==> config.mk <==
export PLATFORM = sky130hd
export DESIGN_NAME = hpdram_ctrl
export DESIGN_NICKNAME = d
export VERILOG_FILES = /design/src/rtl/hpdram_ctrl.sv
export SDC_FILE = /design/constraint.sdc
export NUM_CORES = 1
export LEC_CHECK = 0
export BUFFER_PORTS_ARGS = -buffer_cell sky130_fd_sc_hd__buf_2
export CORE_AREA = 2 2 126 67
export DETAILED_ROUTE_END_ITERATION = 12
export DIE_AREA = 0 0 128 69
export GPL_ROUTABILITY_DRIVEN = 0
export GPL_TIMING_DRIVEN = 0
export PLACE_DENSITY = 0.79
export SYNTH_ARGS = -nofsm -noshare
export SYNTH_HDL_FRONTEND = slang
export SYNTH_SLANG_ARGS = --single-unit
export TNS_END_PERCENT = 20
==> constraint.sdc <==
create_clock -name clk -period 1.85 [get_ports clk]
set_input_delay 0.0925 -clock clk [delete_from_list [all_inputs] [get_ports clk]]
set_output_delay 0.0925 -clock clk [all_outputs]
set_load 0.005 [all_outputs]
==> src/rtl/hpdram_ctrl.sv <==
module hpdram_ctrl #(
  parameter int ROW_W     = 10,
  parameter int COL_W     = 10,
  parameter int DATA_W    = 16,
  parameter int T_RCD     = 2,
  parameter int T_CAS     = 1,
  parameter int T_RP      = 2,
  parameter int T_RAS_MAX = 4900
) (
  input  logic                                       clk,
  input  logic                                       rst_n,
  input  logic                                       req_valid,
  output logic                                       req_ready,
  input  logic                                       req_write,
  input  logic [ROW_W+COL_W-1:0]                     req_addr,
  input  logic [DATA_W-1:0]                          req_wdata,
  input  logic [DATA_W/8-1:0]                        req_be,
  output logic                                       rsp_valid,
  output logic [DATA_W-1:0]                          rsp_rdata,
  input  logic                                       ref_req,
  output logic                                       ref_grant,
  input  logic                                       ref_done,
  output logic [(ROW_W > COL_W ? ROW_W : COL_W)-1:0] dram_addr,
  output logic                                       dram_ras_n,
  output logic [DATA_W/8-1:0]                        dram_cas_n,
  output logic                                       dram_we_n,
  output logic                                       dram_oe_n,
  output logic [DATA_W-1:0]                          dram_dq_out,
  output logic                                       dram_dq_oe,
  input  logic [DATA_W-1:0]                          dram_dq_in
);
  localparam int AW    = ROW_W > COL_W ? ROW_W : COL_W;
  localparam int LANES = DATA_W / 8;
  localparam int TM0   = T_RCD > T_CAS ? T_RCD : T_CAS;
  localparam int TM    = TM0 > T_RP ? TM0 : T_RP;
  localparam int TW    = $clog2(TM + 1);
  localparam int CW    = $clog2(T_RAS_MAX + 1);
  localparam logic [TW-1:0] RCD_END = TW'(T_RCD - 1);
  localparam logic [TW-1:0] CAS_END = TW'(T_CAS);
  localparam logic [TW-1:0] RP_END  = TW'(T_RP - 1);
  localparam logic [CW-1:0] RAS_LIM = CW'(T_RAS_MAX - T_CAS - 3);

  typedef enum logic [2:0] {S_IDLE, S_ACT, S_RD, S_WR, S_PRE, S_REF} state_t;

  state_t             state;
  logic [TW-1:0]      cnt;
  logic [CW-1:0]      ras_cnt;
  logic               row_open, pend_req, pend_ref;
  logic [ROW_W-1:0]   open_row, cmd_row;
  logic [COL_W-1:0]   cmd_col;
  logic               cmd_write;
  logic [LANES-1:0]   cmd_be;
  logic [DATA_W-1:0]  cmd_data;

  logic expire, hit, cas_on;
  assign expire    = row_open && (ras_cnt >= RAS_LIM);
  assign hit       = open_row == req_addr[ROW_W+COL_W-1:COL_W];
  assign req_ready = (state == S_IDLE) && !ref_req && !expire;
  assign ref_grant = state == S_REF;

  assign cas_on      = (state == S_RD || state == S_WR) && cnt != '0;
  assign dram_ras_n  = !(state == S_ACT || state == S_RD || state == S_WR ||
                         (state == S_IDLE && row_open));
  assign dram_cas_n  = ~({LANES{cas_on}} & ((state == S_WR) ? cmd_be : {LANES{1'b1}}));
  assign dram_we_n   = state != S_WR;
  assign dram_oe_n   = state != S_RD;
  assign dram_dq_oe  = state == S_WR;
  assign dram_dq_out = cmd_data;
  assign dram_addr   = (state == S_ACT) ? AW'(cmd_row) : AW'(cmd_col);

  always_ff @(posedge clk) begin
    if (!rst_n) begin
      state     <= S_IDLE;
      cnt       <= '0;
      ras_cnt   <= '0;
      row_open  <= 1'b0;
      pend_req  <= 1'b0;
      pend_ref  <= 1'b0;
      open_row  <= '0;
      cmd_row   <= '0;
      cmd_col   <= '0;
      cmd_write <= 1'b0;
      cmd_be    <= '0;
      cmd_data  <= '0;
      rsp_valid <= 1'b0;
      rsp_rdata <= '0;
    end else begin
      rsp_valid <= 1'b0;
      ras_cnt   <= dram_ras_n ? '0 : ras_cnt + 1'b1;
      case (state)
        S_IDLE: begin
          cnt <= '0;
          if (ref_req) begin
            if (row_open) begin
              state    <= S_PRE;
              pend_ref <= 1'b1;
              row_open <= 1'b0;
            end else begin
              state <= S_REF;
            end
          end else if (expire) begin
            state    <= S_PRE;
            row_open <= 1'b0;
          end else if (req_valid) begin
            cmd_row   <= req_addr[ROW_W+COL_W-1:COL_W];
            cmd_col   <= req_addr[COL_W-1:0];
            cmd_write <= req_write;
            cmd_be    <= req_be;
            cmd_data  <= req_wdata;
            if (row_open && hit) begin
              state <= req_write ? S_WR : S_RD;
            end else if (row_open) begin
              state    <= S_PRE;
              pend_req <= 1'b1;
              row_open <= 1'b0;
            end else begin
              state <= S_ACT;
            end
          end
        end
        S_ACT: begin
          cnt <= cnt + 1'b1;
          if (cnt == RCD_END) begin
            cnt      <= '0;
            row_open <= 1'b1;
            open_row <= cmd_row;
            state    <= cmd_write ? S_WR : S_RD;
          end
        end
        S_RD, S_WR: begin
          cnt <= cnt + 1'b1;
          if (cnt == CAS_END) begin
            cnt   <= '0;
            state <= S_IDLE;
            if (state == S_RD) begin
              rsp_valid <= 1'b1;
              rsp_rdata <= dram_dq_in;
            end
          end
        end
        S_PRE: begin
          cnt <= cnt + 1'b1;
          if (cnt == RP_END) begin
            cnt <= '0;
            if (pend_ref) begin
              state    <= S_REF;
              pend_ref <= 1'b0;
            end else if (pend_req) begin
              state    <= S_ACT;
              pend_req <= 1'b0;
            end else begin
              state <= S_IDLE;
            end
          end
        end
        S_REF: if (ref_done) state <= S_IDLE;
        default: state <= S_IDLE;
      endcase
    end
  end
endmodule

==> summary.md <==
| Metric | Value |
|---|---|
| Status | finished, final reports clean |
| Sequential share of the synthesized area | 46.8% |
| CTS buffer count | 9 |
| Ys Warns | 0 |
| Worst setup SP type | flop |
| Yosys reg bits | 87 |
| HP Start | req_wdata[8] |
| Input/output buffers | 109 |
| Total Routed Length | 10,500 um |
| Ant diodes | 0 |
| Clock slew at reported path FFs | 0.06 ns |
| Cells after Synth | 451 |
| Gr ovfl total | 0 |
| H-tree depth | 3 |
| Setup crit end | dram_addr[0] |
| Vias per cell | 5.30 |
| WL/cell | 15.2 um |
| Critical path cell sequence | buf_4, nor3b_4, buf_6, mux2_2, buf_2 |
| Latest clock arrival within the worst-skew pair | 0.34 ns |
| Layout cells sized above 1 | 27.4% |
| Setup TNS | 0 ns |
| Routed via count | 3,667 |
| DIE HEIGHT | 69 um |
| First-pass GRT wire length | 17,000 um |
| Layout area overhead | 32.5% |
| CP startpoint | state[1] |
| Routed Antenna Nets | 0 |
| Flop-to-flop setup slack | 0.11 ns |
| Setup crit end kind | output pin |
| Core box area | 7710 um^2 |
| Most common cell after layout, fill and taps aside | buf_2 |
| Worst r2r dst | cmd_col[8] |
| Critical Path RT | 1.76 ns |
| Peak supply drop | 0.624 mV |
| CTS tree | done |
| Largest net degree at the start of global routing | 14 |
| Gr usage total | 24.3% |
| # setup viols final | 0 |
| Post-synth cell types | 40 |
| Critical Path Slowest Stage Cell | mux2_2 |
| Leak | 2.13 nW |
| Initial core utilization | 48.2% |
| Hold WC Path Type | input port to flop |
| CTS Sinks | 87 |
| Slew Viols, Final | 0 |
| Slew HR | 61.0% |
| Clock Tree Buf Depth | 2 |
| Die extent in x | 128 um |
| Max Cap Viol | 0 |
| Crit path kind | flop to output pin |
| Vias in the first global route | 3,507 |
| Layout Utilization | 63.9% |
| Final cycle utilization of the critical path | 96.7% |
| Critical Path Max Stage Delay | 0.36 ns |
| Reg-to-reg critical path startpoint | ras_cnt[5] |
| # DRC | 0 |
| Initial antenna violation count | 0 |
| Max FO, Critical Path | 10 |
| Final Hold Viols | 0 |
| Critical Path AT | 1.70 ns |
| HPWL after DPL | 7640 um |
| Worst slew pin tran | 0.585 ns |
| Nets | 651 |
| Syn Nets | 513 |
| Peak Freq | 0.559 GHz |
| Fin crit period | 1.79 ns |
| PwrDens | 1150 nW/um^2 |
| Row count | 23 |
| Commonest non-fill, non-tap cells in the layout | 116 x buf_2, 101 x nand2_1, 87 x dfxtp_1 |
| Clock skew | 0.00660 ns |
| Worst reg-to-reg path cell count | 7 |
| Final hold slack | 0.00149 ns |
| First-pass iteration count of the detailed router | 6 |
| Mapped Avg Cell Area | 8.25 um^2 |
| Full die area | 8830 um^2 |
| CTS Root Cell | clkbuf_16 |
| Mapped cell area | 3720 um^2 |
| DR iter-0 viols | 233 |
| # IOs | 111 |
Yosys cell counts:
cell / number / area (um^2)
ha_1: 2 / 25.0
nor3b_1: 2 / 15.0
and4_1: 1 / 8.76
nor2b_1: 3 / 18.8
a21boi_0: 18 / 135
nor4_1: 2 / 12.5
and3_1: 4 / 25.0
nor2_1: 21 / 78.8
o311ai_2: 1 / 16.3
nand4_1: 4 / 25.0
mux2_2: 10 / 113
maj3_2: 1 / 11.3
nand2b_2: 1 / 8.76
xnor2_1: 5 / 43.8
o211ai_1: 1 / 7.51
inv_1: 9 / 33.8
o211a_1: 2 / 20.0
nor2_2: 1 / 6.26
a22o_1: 1 / 8.76
nand3_1: 49 / 245
a21boi_1: 8 / 60.1
a21oi_1: 1 / 5.00
o221ai_1: 1 / 8.76
nand4b_1: 1 / 8.76
and2_1: 2 / 12.5
nand2_1: 101 / 379
buf_4: 5 / 37.5
o21ai_2: 1 / 8.76
clkbuf_1: 15 / 56.3
a31oi_1: 5 / 31.3
o21ai_0: 49 / 245
dfxtp_1: 87 / 1740
and2b_2: 1 / 8.76
buf_2: 9 / 45.0
buf_1: 3 / 11.3
nor3b_2: 2 / 25.0
o21a_1: 1 / 7.51
nand3_2: 1 / 10.0
nor3_1: 4 / 20.0
xor2_1: 16 / 140
kinds of logic after synthesis:
family	Yosys count	share of synthesized area (%)
compound gates	89	14.9
flops	87	46.8
mux	10	3.03
buf+inv	41	4.94
fa+ha+maj	3	0.975
xor+xnor	21	4.94
simple gates	200	24.4
metal layers:
layer,global-route usage [%],routed length (um)
met5,0,0
met4,5.49,108
met3,8.46,917
met2,36.5,4510
met1,33.5,4980
per-stage QoR:
stage	instances	worst slack [ns]	power [mW]	cell area, um^2
finish	692	0.0617	5.68	4930
global route	692	-0.00638	5.96	4930
CTS	692	0.0196	5.65	4890
detailed placement	660	0.0887	3.67	4390
global placement	660	0.164	3.63	4390
floorplan	451	0.383	3.15	3720
worst max-delay path, delay by kind of cell (launching register included):
| kind | cells | cell delay [ns] |
|---|---|---|
| simple gates | 1 | 0.21 |
| mux | 1 | 0.36 |
| flops | 1 | 0.29 |
| buf+inv | 3 | 0.48 |
worst min path at each step:
stage	to	slack, ns	cells past startpoint
6_report	dram_dq_out[8]	0.001	3
5_1_grt	rsp_rdata[11]	0.004	3
4_1_cts	dram_dq_out[10]	0.00002	3
3_5_place_dp	dram_dq_out[14]	0.34	3
3_3_place_gp	dram_dq_out[2]	0.34	3
2_1_floorplan	row_open	0.19	1
power breakdown:
| part | leakage [nW] | internal (mW) | switching (mW) |
|---|---|---|---|
| combinational | 1.28 | 0.646 | 0.921 |
| clock | 0.152 | 1.21 | 0.698 |
| sequential | 0.705 | 2.07 | 0.144 |
| total | 2.13 | 3.92 | 1.76 |
final cells by class:
| type | count | area, um^2 |
|---|---|---|
| Buffer | 31 | 169 |
| Clock buffer | 11 | 243 |
| Clock inverter | 3 | 68.8 |
| Fill cell | 652 | 2780 |
| Inverter | 9 | 33.8 |
| Multi-Input combinational cell | 323 | 1820 |
| Sequential cell | 87 | 1740 |
| Tap cell | 100 | 125 |
| Timing Repair Buffer | 128 | 731 |
sequential cells by signal, indices dropped and copies added (netlist names):
signal and flops:
state 3, rsp_rdata 16, dram_dq_out 16, cmd_col 10, cmd_row 10, ras_cnt 13, row_open 1, pend_ref 1
rsp_valid 1, cmd_be 2, open_row 10, cnt 2, cmd_write 1, pend_req 1
repair_timing:
| action | 4_1_cts | 5_1_grt |
|---|---|---|
| gates resized for setup | 3 | 12 |
| setup endpoints to repair | 9 | 39 |
| hold buffers | 17 | 0 |
| endpoints found under the hold margin | 17 | 0 |
| setup buffers | 1 | 1 |
| pin swaps | 0 | 2 |
Power figures use the tool's default switching activity.
